`config.mk`:
```
export PLATFORM = sky130hd
export DESIGN_NAME = fwh_cycle_decoder
export DESIGN_NICKNAME = d
export VERILOG_FILES = /design/src/rtl/fwh_pkg.sv /design/src/rtl/fwh_seq_fsm.sv /design/src/rtl/fwh_field_capture.sv /design/src/rtl/fwh_cycle_decoder.sv
export SDC_FILE = /design/constraint.sdc
export NUM_CORES = 1
export LEC_CHECK = 0
export BUFFER_PORTS_ARGS = -buffer_cell sky130_fd_sc_hd__buf_4
export CORE_ASPECT_RATIO = 1.25
export CORE_MARGIN = 2
export CORE_UTILIZATION = 45
export DETAILED_ROUTE_END_ITERATION = 12
export GPL_TIMING_DRIVEN = 0
export PLACE_DENSITY = 0.71
export SLEW_MARGIN = 20
export SYNTH_ARGS = -nofsm -noshare
export SYNTH_HDL_FRONTEND = slang
export SYNTH_SLANG_ARGS = --single-unit
```
`constraint.sdc`:
```
create_clock -name clk -period 1.55 [get_ports clk]
set_input_delay 0.2325 -clock clk [delete_from_list [all_inputs] [get_ports clk]]
set_output_delay 0.2325 -clock clk [all_outputs]
set_load 0.05 [all_outputs]
```
`src/rtl/fwh_pkg.sv`:
```
package fwh_pkg;
  localparam int unsigned NIB_W = 4;

  localparam logic [NIB_W-1:0] NIB_START_RD = 4'hD;
  localparam logic [NIB_W-1:0] NIB_START_WR = 4'hE;
  localparam logic [NIB_W-1:0] NIB_ABORT    = 4'hF;
  localparam logic [NIB_W-1:0] NIB_SIZE_OK  = 4'h0;

  typedef enum logic [2:0] {
    ST_IDLE,
    ST_ID,
    ST_ADDR,
    ST_SIZE,
    ST_DATA,
    ST_REQ,
    ST_ABORT
  } fwh_state_e;
endpackage

```
`src/rtl/fwh_seq_fsm.sv`:
```
module fwh_seq_fsm
  import fwh_pkg::*;
#(
  parameter int unsigned ADDR_NIBS = 7,
  parameter int unsigned DATA_NIBS = 2,
  localparam int unsigned MAX_NIBS = (ADDR_NIBS > DATA_NIBS) ? ADDR_NIBS : DATA_NIBS,
  localparam int unsigned CNT_W    = (MAX_NIBS > 1) ? $clog2(MAX_NIBS) : 1
) (
  input  logic             clk,
  input  logic             rst_n,
  input  logic             frame_n,
  input  logic [NIB_W-1:0] nib_i,
  input  logic [NIB_W-1:0] id_strap,
  input  logic             req_ready,
  output fwh_state_e       state_o,
  output logic [CNT_W-1:0] cnt_o,
  output logic             addr_en,
  output logic             data_en,
  output logic             is_write,
  output logic             req_valid
);
  fwh_state_e       state_q, state_d;
  logic [CNT_W-1:0] cnt_q, cnt_d;
  logic             wr_q, wr_d;
  logic             in_cycle;
  logic             cut;

  assign in_cycle = (state_q == ST_ID) || (state_q == ST_ADDR) ||
                    (state_q == ST_SIZE) || (state_q == ST_DATA);
  assign cut      = in_cycle && !frame_n;

  always_comb begin
    state_d = state_q;
    cnt_d   = cnt_q;
    wr_d    = wr_q;
    if (cut) begin
      state_d = ST_ABORT;
    end else begin
      unique case (state_q)
        ST_IDLE: begin
          if (!frame_n && nib_i == NIB_START_RD) begin
            state_d = ST_ID;
            wr_d    = 1'b0;
          end else if (!frame_n && nib_i == NIB_START_WR) begin
            state_d = ST_ID;
            wr_d    = 1'b1;
          end
        end
        ST_ID: begin
          cnt_d   = '0;
          state_d = (nib_i == id_strap) ? ST_ADDR : ST_IDLE;
        end
        ST_ADDR: begin
          if (cnt_q == CNT_W'(ADDR_NIBS - 1)) begin
            state_d = ST_SIZE;
            cnt_d   = '0;
          end else begin
            cnt_d = cnt_q + 1'b1;
          end
        end
        ST_SIZE: begin
          if (nib_i != NIB_SIZE_OK) state_d = ST_IDLE;
          else if (wr_q)            state_d = ST_DATA;
          else                      state_d = ST_REQ;
        end
        ST_DATA: begin
          if (cnt_q == CNT_W'(DATA_NIBS - 1)) begin
            state_d = ST_REQ;
            cnt_d   = '0;
          end else begin
            cnt_d = cnt_q + 1'b1;
          end
        end
        ST_REQ: begin
          if (req_ready) state_d = ST_IDLE;
        end
        ST_ABORT: begin
          if (nib_i == NIB_ABORT) state_d = ST_IDLE;
        end
        default: state_d = ST_IDLE;
      endcase
    end
  end

  always_ff @(posedge clk or negedge rst_n) begin
    if (!rst_n) begin
      state_q <= ST_IDLE;
      cnt_q   <= '0;
      wr_q    <= 1'b0;
    end else begin
      state_q <= state_d;
      cnt_q   <= cnt_d;
      wr_q    <= wr_d;
    end
  end

  assign state_o   = state_q;
  assign cnt_o     = cnt_q;
  assign addr_en   = (state_q == ST_ADDR) && frame_n;
  assign data_en   = (state_q == ST_DATA) && frame_n;
  assign is_write  = wr_q;
  assign req_valid = (state_q == ST_REQ);

  // a low frame strobe during collection parks the sequencer
  p_abort_enter_r8: assert property (@(posedge clk) disable iff (!rst_n)
    (in_cycle && !frame_n) |=> (state_q == ST_ABORT));

  // only the all-ones nibble leaves abort-wait
  p_abort_hold_r9: assert property (@(posedge clk) disable iff (!rst_n)
    (state_q == ST_ABORT && nib_i != NIB_ABORT) |=> (state_q == ST_ABORT));

  // ID mismatch drops the cycle
  p_id_drop_r2: assert property (@(posedge clk) disable iff (!rst_n)
    (state_q == ST_ID && frame_n && nib_i != id_strap) |=> (state_q == ST_IDLE));

  // non-zero size drops the cycle
  p_size_drop_r5: assert property (@(posedge clk) disable iff (!rst_n)
    (state_q == ST_SIZE && frame_n && nib_i != NIB_SIZE_OK) |=> (state_q == ST_IDLE));

  // idle leaves only on a start nibble with frame low
  p_start_only_r1: assert property (@(posedge clk) disable iff (!rst_n)
    (state_q == ST_IDLE && (frame_n || (nib_i != NIB_START_RD && nib_i != NIB_START_WR)))
      |=> (state_q == ST_IDLE));

  // field counter stays in range
  p_cnt_range_r3: assert property (@(posedge clk) disable iff (!rst_n)
    (cnt_q < CNT_W'(MAX_NIBS)));
endmodule

```
`src/rtl/fwh_field_capture.sv`:
```
module fwh_field_capture
  import fwh_pkg::*;
#(
  parameter int unsigned ADDR_NIBS = 7,
  parameter int unsigned KEEP_NIBS = 5,
  parameter int unsigned DATA_NIBS = 2,
  parameter int unsigned STEER_BIT = 22,
  parameter int unsigned CNT_W     = 3,
  localparam int unsigned KEEP_W    = KEEP_NIBS * NIB_W,
  localparam int unsigned DATA_W    = DATA_NIBS * NIB_W,
  localparam int unsigned STEER_IDX = ADDR_NIBS - 1 - STEER_BIT / NIB_W,
  localparam int unsigned STEER_POS = STEER_BIT % NIB_W
) (
  input  logic              clk,
  input  logic              rst_n,
  input  logic [NIB_W-1:0]  nib_i,
  input  logic [CNT_W-1:0]  cnt_i,
  input  logic              addr_en,
  input  logic              data_en,
  output logic [KEEP_W-1:0] addr_o,
  output logic              steer_o,
  output logic [DATA_W-1:0] data_o
);
  logic [KEEP_W-1:0] addr_q;
  logic [DATA_W-1:0] data_q;
  logic              steer_q;

  always_ff @(posedge clk or negedge rst_n) begin
    if (!rst_n) begin
      addr_q  <= '0;
      steer_q <= 1'b0;
    end else if (addr_en) begin
      addr_q <= {addr_q[KEEP_W-NIB_W-1:0], nib_i};
      if (cnt_i == CNT_W'(STEER_IDX)) steer_q <= nib_i[STEER_POS];
    end
  end

  generate
    if (DATA_NIBS > 1) begin : g_multi
      always_ff @(posedge clk or negedge rst_n) begin
        if (!rst_n)       data_q <= '0;
        else if (data_en) data_q <= {nib_i, data_q[DATA_W-1:NIB_W]};
      end
    end else begin : g_single
      always_ff @(posedge clk or negedge rst_n) begin
        if (!rst_n)       data_q <= '0;
        else if (data_en) data_q <= nib_i;
      end
    end
  endgenerate

  assign addr_o  = addr_q;
  assign steer_o = steer_q;
  assign data_o  = data_q;

  // address holds whenever no address nibble is taken
  p_addr_hold_r3: assert property (@(posedge clk) disable iff (!rst_n)
    (!addr_en) |=> $stable(addr_q));
endmodule

```
`src/rtl/fwh_cycle_decoder.sv`:
```
module fwh_cycle_decoder
  import fwh_pkg::*;
#(
  parameter int unsigned ADDR_NIBS = 7,
  parameter int unsigned KEEP_NIBS = 5,
  parameter int unsigned DATA_NIBS = 2,
  parameter int unsigned STEER_BIT = 22,
  localparam int unsigned KEEP_W   = KEEP_NIBS * NIB_W,
  localparam int unsigned DATA_W   = DATA_NIBS * NIB_W,
  localparam int unsigned MAX_NIBS = (ADDR_NIBS > DATA_NIBS) ? ADDR_NIBS : DATA_NIBS,
  localparam int unsigned CNT_W    = (MAX_NIBS > 1) ? $clog2(MAX_NIBS) : 1
) (
  input  logic              clk,
  input  logic              rst_n,
  input  logic              frame_n,
  input  logic [3:0]        nib_i,
  input  logic [3:0]        id_strap,
  output logic              req_valid,
  input  logic              req_ready,
  output logic              req_write,
  output logic              req_core,
  output logic [KEEP_W-1:0] req_addr,
  output logic [DATA_W-1:0] req_wdata
);
  fwh_state_e       state;
  logic [CNT_W-1:0] cnt;
  logic             addr_en, data_en, is_write;

  fwh_seq_fsm #(
    .ADDR_NIBS(ADDR_NIBS),
    .DATA_NIBS(DATA_NIBS)
  ) u_fsm (
    .clk      (clk),
    .rst_n    (rst_n),
    .frame_n  (frame_n),
    .nib_i    (nib_i),
    .id_strap (id_strap),
    .req_ready(req_ready),
    .state_o  (state),
    .cnt_o    (cnt),
    .addr_en  (addr_en),
    .data_en  (data_en),
    .is_write (is_write),
    .req_valid(req_valid)
  );

  fwh_field_capture #(
    .ADDR_NIBS(ADDR_NIBS),
    .KEEP_NIBS(KEEP_NIBS),
    .DATA_NIBS(DATA_NIBS),
    .STEER_BIT(STEER_BIT),
    .CNT_W    (CNT_W)
  ) u_cap (
    .clk    (clk),
    .rst_n  (rst_n),
    .nib_i  (nib_i),
    .cnt_i  (cnt),
    .addr_en(addr_en),
    .data_en(data_en),
    .addr_o (req_addr),
    .steer_o(req_core),
    .data_o (req_wdata)
  );

  assign req_write = is_write;

  // a stalled request keeps its payload
  p_req_hold_r7: assert property (@(posedge clk) disable iff (!rst_n)
    (req_valid && !req_ready) |=> (req_valid && $stable(req_addr) &&
      $stable(req_core) && $stable(req_write) && $stable(req_wdata)));

  // a request drops right after the handshake
  p_req_done_r7: assert property (@(posedge clk) disable iff (!rst_n)
    (req_valid && req_ready) |=> !req_valid);

  // no request can follow an abort directly
  p_no_req_after_abort_r8: assert property (@(posedge clk) disable iff (!rst_n)
    (state == ST_ABORT) |=> !req_valid);
endmodule

```
=== Yosys cells after proc, flatten, opt, wreduce, memory -nomap -nowiden ===
Index checks and enable logic that the tools add are counted.

* Div/mod/pow operators: 0
* Add/subtract/negate cells: 1
* Equal/unequal tests: 17
* Reduce and logical (&&, ||, !) cells: 17
* Magnitude comparators: 0
* Multipliers: 0
* Muxes and demuxes: 16
* Bitwise operators: 1
* Shift-type cells: 0

{| class="wikitable"
|+ Operators by type and width
! operator !! count
|-
| 3-bit two-way mux || 10
|-
| 3-bit case mux with 7 select lines || 1
|-
| 3-bit equality test, second input constant || 4
|-
| 4-bit equality test, second input constant || 3
|-
| 3-bit by 1-bit inequality test with 1-bit output, second input constant || 3
|-
| 3-bit case mux with 3 select lines || 1
|-
| 3-bit by 1-bit equality test with 1-bit output, second input constant || 2
|-
| 3-bit by 2-bit equality test with 1-bit output, second input constant || 2
|-
| 1-bit logical AND || 5
|-
| 5-bit AND reduction || 1
|-
| 4-bit equality test || 1
|-
| 4-bit by 1-bit inequality test with 1-bit output, second input constant || 1
|-
| 2-bit AND reduction || 2
|-
| 4-bit nonzero test || 1
|-
| 3-bit by 1-bit adder with 3-bit output, second input constant || 1
|-
| 3-bit logical NOT || 1
|-
| 1-bit logical OR || 3
|-
| 1-bit two-way mux || 3
|-
| 3-bit by 2-bit inequality test with 1-bit output, second input constant || 1
|-
| 3-bit AND reduction || 1
|-
| 3-bit nonzero test || 1
|-
| 2-bit two-way mux || 1
|-
| 2-bit nonzero test || 1
|-
| 1-bit logical NOT || 1
|-
| 1-bit NOT || 1
|}

* Bits of input ports: 12
* Flip-flop bits (word level): 36
* Output and inout port bits: 31
* Word-level logic and storage cells: 58
* RAM bits: 0
* Memories kept: 0
* Bits in latches: 0
* Memory bits (read-only): 0

=== Depth between registers and ports, before layout ===
Gate-level depths: netlist of the first run.

* Word-level depth: 7
* Depth in mapped cells: 6
* Mapped depth without buffers: 4

=== By module ===
Synthesis of the first run repeated with hierarchy kept, for this count alone.

* Cells, all modules: 134
* Area, all modules: 1715.4 sq um

{| class="wikitable"
|+ By module, submodules not included
! module !! times used !! cells an instance !! seq. area each (sq um) !! area an instance (sq um)
|-
| fwh_field_capture || 1 || 62 || 725.7 || 1088.5
|-
| fwh_seq_fsm || 1 || 72 || 175.2 || 626.9
|}

=== Worst setup path before layout of the first run ===
Ideal clock, no wire load.

* Path kind: flip-flop to flip-flop
* From: reg u_fsm.state_q[0] (netlist: u_fsm.state_o[0])
* To: reg u_cap.addr_q[10] (netlist: u_cap.addr_o[10])
* Data required time: 1.425 ns
* Slack: 0.034 ns
* Library setup time: 0.125 ns
* Cell stages (with the launch flop): 6
* Data arrival time: 1.392 ns
* Buffers on the path: 2
* Period minus slack after synthesis: 1.516 ns
* Path through: dfrtp_1 buf_4 or2b_1 nor2_1 buf_4 mux2_2

* Longest elaborated chain between the ends: 2

{| class="wikitable"
|+ Ends and longest elaborated chain
! what !! RTL line !! text
|-
| start: declaration || fwh_seq_fsm.sv:22 || <nowiki>fwh_state_e state_q, state_d;</nowiki>
|-
| start signal: assignment || fwh_seq_fsm.sv:91 || <nowiki>state_q <= state_d;</nowiki>
|-
| 3-bit by 2-bit equality test with 1-bit output || fwh_seq_fsm.sv:99 || <nowiki>assign addr_en = (state_q == ST_ADDR) && frame_n;</nowiki>
|-
| 1-bit logical AND || fwh_seq_fsm.sv:99 ||
|-
| end signal: assignment || fwh_field_capture.sv:33 || <nowiki>addr_q <= {addr_q[KEEP_W-NIB_W-1:0], nib_i};</nowiki>
|-
| end: declaration || fwh_field_capture.sv:24 || <nowiki>logic [KEEP_W-1:0] addr_q;</nowiki>
|}

Every way passes these cells.
A chain may end at the register's enable or synchronous reset.

=== Worst setup path after layout of the first run ===
* From: reg u_fsm.state_q[0] (netlist: u_fsm.state_o[0])
* To: reg u_cap.addr_q[6] (netlist: u_cap.addr_o[6])

The elaborated chain is that of the path after synthesis.

==> metrics.md, run 1 <==
| Metric | Value |
|---|---|
| Num ports | 43 |
| Initial antenna violation count | 0 |
| Seq cells post-synth | 36 |
| Max Cap Violations | 0 |
| CTS root buffer | clkbuf_8 |
| Clock period minus worst slack | 1.58 ns |
| Setup slack after layout | -0.0276 ns |
| Critical path capture point type | flip-flop |
| Critical R2R Launch | u_fsm.state_o[0] |
| PortBufs | 40 |
| Synth top area share | 47.7% |
| Worst slew pin tran | 0.456 ns |
| R2R Path End | u_cap.addr_o[6] |
| Mapped Cells | approximately 150 |
| Clk_skew | between 0.005 and 0.006 ns |
| Die width | slightly above 60 µm |
| Max-slew headroom | 69.6% |
| DR iter-0 viols | 62 |
| Async SR Flop Fraction | 100% |
| CTS Buf Count | 5 |
| Final Cycle Share | 102% |
| Routed wire length | 4270 µm |
| Die height | 76.4 µm |
| R2r setup slk | -0.03 ns |
| Arrival @ worst endpoint | roughly 1.8 ns |
| Clock transition at path regs | 0.07 ns |
| Synthesis-to-finish area growth | 31.6% |
| # rows | 26 |
| Remaining DRCs | 0 |
| Pre-antenna DRT Iters | 4 |
| Yosys top cell by area | dfrtp_1 |
| Vias in the first global route | 1,450 |
| HP Start | nib_i[0] |
| Setup WS pre-CTS | -0.113 ns |
| Drt wl/cell | 16.2 µm |
| Critical Path RT | 1.72 ns |
| Initial Utilization | between 40% and 50% |
| Worst Path Max Fanout | 10 |
| ANT nets after route | 0 |
| Routed via count | 1,439 |
| CTS tree | done |
| Worst hold path type | in2reg |
| EDFF count, synth | 0 |
| Final RePlAce weighted congestion | between 0.8 and 0.9 |
| Failing checks | negative setup slack |
| Largest net degree at the start of global routing | 37 |
| Global-route wire length before repair | 7080 µm |
| Clock sink count | 36 |
| Longest Clk Path Bufs | 2 |
| WS Path Type | reg2reg |
| Status | finished, violations left |
| Reg2Reg Depth | 5 |
| FMAX | 634 MHz |
| Register area share after synthesis | 47.7% |
| All-Layer GR Usage | 19.8% |
| GRT Residual Overflow | 0 |
| Total core area | 4070 µm² |
| Setup repair after global routing missed its margin | yes |
| Sequential cell area | 901 µm² |
| Ys flop type | dfrtp_1 |
| Syn_area_per_cell | 12.3 µm² |
| Share of cells above drive strength 1 | 45.9% |
| Vias per cell | 5.47 |
| Area of the mapped netlist | 1890 µm² |
| # fillers | around 350 |
| Detail Placement HPWL | approximately 3000 µm |
| Synth cell types | 47 |
| Final hold vios | 0 |
| Synth area leaders | dfrtp_1 (48%), mux2_1 (11%), mux2_2 (6.0%) |
| Max Slew Vio Count | 0 |
| Hold Path End | u_fsm.is_write |
| Hold Path Cell Cnt | 2 |
| Insertion delay to the later sink of the worst-skew pair | 0.29 ns |
| CP startpoint kind | flip-flop |
| H-tree depth | 2 |
| Final setup fails | 17 |
| Number of diodes | 0 |
| Die area | 4730 µm² |
| Footprint of the multi-input gates | about 930 µm² |
| Mapped Nets | ~170 |
| Yosys warns | 0 |
| Final #Nets | around 220 |
==> cell type report <==
cell class,instances,area share [%]
flip-flops and latches,36,36.3
inverters,3,0.453
multi-input cells,102,37.3
clock inverters,3,0.755
repair buffers,46,14.3
clock buffers,5,2.77
well taps,56,2.82
plain buffers,12,5.34
==> worst max-delay path, cell delays in order (launching register included) <==
cell     delay (ns)
dfrtp_1        0.37
buf_6          0.14
or2b_4         0.27
nor2_4         0.17
buf_8          0.16
mux2_2         0.34
==> cells in the mapped netlist (all sizes together) (2+ instances only) <==
cell type  count
xnor2          4
nand3          4
mux2          29
buf           12
and2           2
nor4           3
o211ai         2
a21o           2
a22o           2
and3           2
nand2b         4
nor2           5
a21oi          6
inv            3
nand2          3
nand3b         5
dfrtp         36
o21ai          7
==> worst max-delay path by stage <==
stage | to | depth (start not counted) | slack, ns | startpoint
after CTS | req_valid | 4 | -0.03 | u_fsm.state_o[1]
after global routing | u_fsm.state_o[1] | 5 | -0.13 | u_fsm.state_o[1]
after floorplan | u_cap.addr_o[10] | 5 | 0.03 | u_fsm.state_o[0]
after detailed placement | u_cap.addr_o[18] | 5 | -0.11 | u_fsm.state_o[0]
after global placement | u_fsm.state_o[1] | 5 | -0.08 | u_fsm.state_o[1]
final | u_cap.addr_o[6] | 5 | -0.03 | u_fsm.state_o[0]
==> flip-flops by register name, indices dropped and copies added (netlist names) <==
register	count
u_cap.steer_o	1
u_fsm.state_o	3
u_fsm.is_write	1
u_fsm.cnt_o	3
u_cap.data_o	8
u_cap.addr_o	20
==> placed cells by master, fill, tap and decap left out, types with 3 or more instances in the layout <==
cell and n:
nor2_1 3, inv_1 3, xnor2_1 3, dfrtp_1 36, mux2_4 5, mux2_1 15
buf_4 45, a21oi_1 6, nand2b_1 4, nand3_1 4, o21ai_1 4, buf_6 8
nor4_1 3, clkbuf_8 5, mux2_2 9, nand2_1 3, nand3b_1 4, buf_8 3
==> kinds of logic (layout without fill, tap and decap cells) <==
| kind of cell | after synthesis | count (layout) | synth area share (%) |
|---|---|---|---|
| mux | 29 | 29 | 17.3 |
| xor+xnor | 5 | 5 | 2.72 |
| compound gates | 31 | 31 | 13.1 |
| buf+inv | 15 | 69 | 5.96 |
| simple gates | 37 | 37 | 13.3 |
| flops | 36 | 36 | 47.7 |
==> stage by stage <==
step           TNS, ns  std cells  util, %  instance area (µm²)  hold slack, ns
6_report        -0.284        263     61.1                 2480           0.162
5_1_grt          -1.50        263     61.1                 2480           0.168
4_1_cts        -0.0478        262     59.6                 2420           0.156
3_5_place_dp     -2.26        249     55.5                 2260           0.218
3_3_place_gp     -1.69        249     55.5                 2260           0.208
2_1_floorplan        0        153        -                 1890         -0.0631
==> repair_timing <==
action                                  CTS  global route
resized for setup                        11            16
endpoints found under the setup margin   30            33
hold buffers                              1             0
buffers inserted                          4             1
pin swaps                                 1             4
endpoints found under the hold margin    36             0
==> layer usage <==
| metal | GRT usage [%] | share of wire (%) |
|---|---|---|
| met1 | 25.9 | 41 |
| met2 | 30.6 | 52 |
| met3 | 5.26 | 4.9 |
| met4 | 7.66 | 1.8 |
| met5 | 0 | 0 |
Power of run 1 is not shown: default switching activity piles up to over one toggle a cycle in this logic, so the estimate is an artifact.
==> inputs of run 2 (changes only) <==
--- a/config.mk
+++ b/config.mk
@@ -11,7 +11,7 @@
 export CORE_UTILIZATION = 45
 export DETAILED_ROUTE_END_ITERATION = 12
 export GPL_TIMING_DRIVEN = 0
-export PLACE_DENSITY = 0.71
+export PLACE_DENSITY = 0.7
 export SLEW_MARGIN = 20
 export SYNTH_ARGS = -nofsm -noshare
 export SYNTH_HDL_FRONTEND = slang
==> metrics.md, run 2 (synthesis gave the netlist of run 1 again) <==
| Metric | Value |
|---|---|
| Worst hold slack | 0.158 ns (-0.00403 ns) |
| Final setup fails | 11 (-6) |
| Final #Nets | 221 (+1.4%) |
| WS Path Type | reg2reg |
| Number of diodes | 0 (unchanged) |
| Worst slew pin tran | 0.454 ns (-0.00241 ns) |
| Sequential cell area | 902 µm² (+0.14%) |
| ANT nets after route | 0 (unchanged) |
| Critical path capture point type | flip-flop |
| Detail Placement HPWL | 2880 µm (-3.8%) |
| Footprint of the multi-input gates | 988 µm² (+6.6%) |
| H-tree depth | 2 (unchanged) |
| Met1 usage | 24.9% (-0.94 points) |
| Sum of buffers and inverters on the critical path | 2 (unchanged) |
| Routed wire length | 4280 µm (+0.21%) |
| Failing checks | negative setup slack |
| Initial Utilization | 46.4% (unchanged) |
| CTS tree | done |
| Status | finished, violations left |
| R2r setup slk | -0.02 ns (about the same) |
| Hold Path End | u_fsm.is_write |
| Die width | 61.9 µm (unchanged) |
| Vias in the first global route | 1,464 (+0.97%) |
| Setup crit start | u_fsm.state_o[0] |
| Vias per cell | 5.38 (-1.6%) |
| CTS Buf Count | 5 (unchanged) |
| Max Slew Vio Count | 0 (unchanged) |
| Clock sink count | 36 (unchanged) |
| Synthesis-to-finish area growth | 38.1% |
| Top Family by Delay on Critical Path | simple AND/OR/NAND/NOR gates |
| Final RePlAce weighted congestion | 0.896 (+1.0%) |
| R2R Path End | u_cap.addr_o[16] |
| Hold Path Cell Cnt | 2 (unchanged) |
| CP startpoint kind | flip-flop |
| Reg2Reg Depth | 5 (unchanged) |
| Max reg flops | 20 (unchanged) |
| GRT met2 Usage | 30.1% (-0.53 points) |
| # rows | 26 (unchanged) |
| Layout Cells excl Fill | 266 (+1.1%) |
| Routed via count | 1,432 (-0.49%) |
| Longest Clk Path Bufs | 2 (unchanged) |
| Global-route wire length before repair | 6920 µm (-2.2%) |
| Final hold vios | 0 (unchanged) |
| Setup slack after layout | -0.0229 ns (+0.00466 ns) |
| DR iter-0 viols | 67 (+8.1%) |
| CP cell instances | buf_6, or2b_4, nor2_4, buf_8, mux2_1 |
| Die height | 76.4 µm (unchanged) |
| Max-slew headroom | 69.7% (+0.16 points) |
| Num ports | 43 (unchanged) |
| Worst Path Max Fanout | 10 (unchanged) |
| CP max-delay cell | dfrtp_1 |
| Global Route met3 Usage | 6.11% (+0.85 points) |
| Insertion delay to the later sink of the worst-skew pair | 0.29 ns (about the same) |
| Drt wl/cell | 16.1 µm (-0.92%) |
| # fillers | 331 (-5.7%) |
| Critical Path RT | 1.72 ns (about the same) |
| Setup repair after global routing missed its margin | yes |
| Placed cell count | 249 (unchanged) |
| HP Start | nib_i[0] |
| Slowest stage delay, CP | 0.37 ns (about the same) |
| Clock period minus worst slack | 1.57 ns (-0.00466 ns) |
| Largest net degree at the start of global routing | 37 (unchanged) |
| GRT Residual Overflow | 0 (unchanged) |
| Arrival @ worst endpoint | 1.75 ns (about the same) |
| Remaining DRCs | 0 (unchanged) |
| Commonest non-fill, non-tap cell in the layout | buf_4 |
| Clk_skew | 0.00341 ns (-0.00192 ns) |
| Setup WS pre-CTS | -0.123 ns (-0.00930 ns) |
| Critical R2R Launch | u_fsm.state_o[0] |
| Most frequent cells in the layout | buf_4 (44), dfrtp_1 (35), mux2_4 (19) |
| Max Cap Violations | 0 (unchanged) |
| Pre-antenna DRT Iters | 4 (unchanged) |
| All-Layer GR Usage | 19.6% (-0.19 points) |
| Total core area | 4070 µm² (unchanged) |
| GR peak layer | met2 |
| Final Cycle Share | 101% (-0.30 points) |
| Worst hold path type | in2reg |
| Clock transition at path regs | 0.07 ns (about the same) |
| Share of cells above drive strength 1 | 49.0% (+3.2 points) |
| CTS root buffer | clkbuf_8 |
| Die area | 4730 µm² (unchanged) |
| FMAX | 636 MHz (+0.30%) |
| PortBufs | 40 (unchanged) |
| Initial antenna violation count | 0 (unchanged) |
[run 2: cell types whose count changed in the layout (fill, tap and decap cells not counted), moves of 3 or more]
cell,change
mux2_4,+14
mux2_2,-9
buf_6,+3
mux2_1,-5
[run 2: repair_timing]
item                       in CTS  in global routing
pin swaps                       2                  1
setup buffers                   4                  2
hold endpoints to repair       36                  0
setup endpoints to repair      30                 36
gates resized for setup        16                 26
cloned                          2                  0
hold buffers                    1                  0
[run 2: area by class of cell]
type                            count  share of cell area [%]
Sequential cell                    36                    34.6
Tap cell                           56                    2.69
Inverter                            3                   0.432
Clock inverter                      3                    1.63
Clock buffer                        5                    2.64
Timing Repair Buffer               49                    15.1
Multi-Input combinational cell    102                    37.9
Buffer                             12                    4.99
[run 2: how the worst max path moves through the flow]
| stage | endpoint | slack, ns | cells past startpoint |
|---|---|---|---|
| after floorplan | u_cap.addr_o[10] | 0.03 | 5 |
| after global placement | u_cap.addr_o[0] | -0.10 | 5 |
| after detailed placement | u_cap.addr_o[18] | -0.12 | 5 |
| after CTS | u_cap.addr_o[16] | -0.02 | 5 |
| after global routing | u_cap.addr_o[16] | -0.08 | 5 |
| final | u_cap.addr_o[16] | -0.02 | 5 |
[run 2: through the flow]
stage	utilization [%]	area (µm²)	setup TNS, ns
after detailed placement	55.5	2260	-2.32
after global placement	55.5	2260	-2.14
after global routing	64.1	2610	-1.27
after CTS	61.0	2480	-0.149
final	64.1	2610	-0.174
after floorplan	-	1890	0
[run 2: metal layers]
metal / wire (µm) / share of wire (%) / up-vias
met5: 0 / 0 / -
met4: 82 / 1.9 / 0
met3: 235 / 5.5 / 9
met2: 2140 / 50 / 50
met1: 1830 / 43 / 707
li1: - / - / 666
Power of run 2 is left out for the same reason.
==> inputs of run 3 (changes only) <==
==> constraint.sdc (replaced) <==
create_clock -name clk -period 1.39 [get_ports clk]
set_input_delay 0.2085 -clock clk [delete_from_list [all_inputs] [get_ports clk]]
set_output_delay 0.2085 -clock clk [all_outputs]
set_load 0.05 [all_outputs]
==> metrics.md, run 3 (synthesis gave the netlist of run 1 again) <==
| Metric | Value |
|---|---|
| Status | finished, violations left |
| Failing checks | negative setup slack |
| PortBufs | 40 (unchanged) |
| Setup crit start | u_fsm.state_o[2] |
| Setup slack after layout | -0.207 ns (-0.184 ns) |
| Insertion delay to the later sink of the worst-skew pair | 0.29 ns (about the same) |
| FMAX | 626 MHz (-1.5%) |
| Final setup fails | 37 (+26) |
| Global-route wire length before repair | 7180 µm (+3.7%) |
| Synthesis-to-finish area growth | 38.0% (about the same) |
| # fillers | 337 (+1.8%) |
| Detail Placement HPWL | 2970 µm (+3.0%) |
| Remaining DRCs | 0 (unchanged) |
| GRT Residual Overflow | 0 (unchanged) |
| Num ports | 43 (unchanged) |
| Critical R2R Launch | u_fsm.state_o[2] |
| Setup repair after global routing missed its margin | yes |
| Slowest stage delay, CP | 0.45 ns (+0.08 ns) |
| CP startpoint kind | flip-flop |
| H-tree depth | 2 (unchanged) |
| CP max-delay cell | dfrtp_2 |
| Die width | 61.9 µm (unchanged) |
| Vias per cell | 5.44 (+1.1%) |
| Most frequent cells in the layout | buf_4 (53), dfrtp_1 (34), mux2_1 (12) |
| Clock period minus worst slack | 1.60 ns (+0.0242 ns) |
| Final Cycle Share | 115% (+13 points) |
| Clk_skew | 0.00467 ns (+0.00126 ns) |
| Drt wl/cell | 16.6 µm (+3.3%) |
| Final hold vios | 0 (unchanged) |
| HP Start | nib_i[0] |
| Critical Path RT | 1.56 ns (-0.16 ns) |
| Arrival @ worst endpoint | 1.77 ns (+0.02 ns) |
| Routed via count | 1,475 (+3.0%) |
| CP cell instances | buf_6, and4bb_1, a31oi_2, o211ai_1, o32a_1 |
| Total core area | 4070 µm² (unchanged) |
| Routed wire length | 4510 µm (+5.2%) |
| DR iter-0 viols | 102 (+52%) |
| WS Path Type | reg2reg |
| CTS Buf Count | 5 (unchanged) |
| Final RePlAce weighted congestion | 0.841 (-6.2%) |
| Largest net degree at the start of global routing | 37 (unchanged) |
| Max Slew Vio Count | 0 (unchanged) |
| Final #Nets | 226 (+2.3%) |
| Die area | 4730 µm² (unchanged) |
| Clock transition at path regs | 0.07 ns (about the same) |
| CTS root buffer | clkbuf_8 |
| TNS Setup | -3.99 ns (-3.81 ns) |
| Commonest non-fill, non-tap cell in the layout | buf_4 |
| # rows | 26 (unchanged) |
| All-Layer GR Usage | 20.2% (+0.66 points) |
| ANT nets after route | 0 (unchanged) |
| CTS tree | done |
| Area after DPL | 2270 µm² (+0.66%) |
| Final core utilization | 64.1% (about the same) |
| Reg2Reg Depth | 5 (unchanged) |
| Die height | 76.4 µm (unchanged) |
| Max Cap Violations | 0 (unchanged) |
| Hold Path Cell Cnt | 2 (unchanged) |
| Layout Cells excl Fill | 271 (+1.9%) |
| Clock sink count | 36 (unchanged) |
| Critical path capture point type | flip-flop |
| Max-slew headroom | 68.3% (-1.5 points) |
| Finished layout cell area | 2610 µm² (about the same) |
| Worst slew pin tran | 0.472 ns (+0.0175 ns) |
| Initial antenna violation count | 0 (unchanged) |
| Worst Path Max Fanout | 5 (-5) |
| Longest Clk Path Bufs | 2 (unchanged) |
| Worst hold path type | in2reg |
| Initial Utilization | 46.4% (unchanged) |
| Share of cells above drive strength 1 | 51.2% (+2.1 points) |
| Number of diodes | 0 (unchanged) |
| Max reg flops | 20 (unchanged) |
| Pre-antenna DRT Iters | 4 (unchanged) |
| Placed cell count | 249 (unchanged) |
| Vias in the first global route | 1,533 (+4.7%) |
[run 3: per-stage QoR]
| stage | worst slack [ns] | hold WS, ns |
|---|---|---|
| floorplan | -0.0830 | -0.0871 |
| global placement | -0.176 | 0.183 |
| detailed placement | -0.208 | 0.191 |
| CTS | -0.159 | 0.143 |
| global route | -0.219 | 0.146 |
| finish | -0.207 | 0.150 |
[run 3: what timing repair did]
action,in CTS,in global routing
buffers inserted,7,5
setup endpoints to repair,36,37
endpoints found under the hold margin,36,0
cloned,1,1
hold buffers,1,0
pin swaps,8,8
resized for setup,17,17
[run 3: layout make-up]
cell class | count | area (µm²) | area share (%)
plain buffers | 11 | 124 | 4.76
repair buffers | 55 | 423 | 16.2
flip-flops and latches | 36 | 903 | 34.7
inverters | 3 | 11.3 | 0.432
multi-input cells | 102 | 976 | 37.5
clock buffers | 6 | 82.6 | 3.17
well taps | 56 | 70.1 | 2.69
clock inverters | 2 | 15.0 | 0.576
[run 3: worst max-delay path, delay by kind of cell, from the launching register on]
kind,cells,cell delay [ns]
AOI/OAI and AO/OA,3,0.67
DFF,1,0.45
and+or+nand+nor,1,0.22
buffers and inverters,1,0.15
[run 3: worst paths after layout]
kind,endpoint,slack (ns)
max,u_fsm.state_o[1],-0.21
min,u_fsm.is_write,0.15
max reg2reg,u_fsm.state_o[1],-0.21
min reg2reg,u_cap.addr_o[17],0.50
max in group asynchronous,u_fsm.state_o[1],0.62
min in group asynchronous,u_fsm.state_o[0],0.42
[run 3: layer usage]
metal	up-vias	global-route usage (%)	share of wire [%]
met1	715	23.8	39
met4	0	7.66	3.1
li1	679	-	-
met3	21	6.45	6.6
met2	60	33.3	51
met5	-	0	0
Power of run 3 is left out for the same reason.
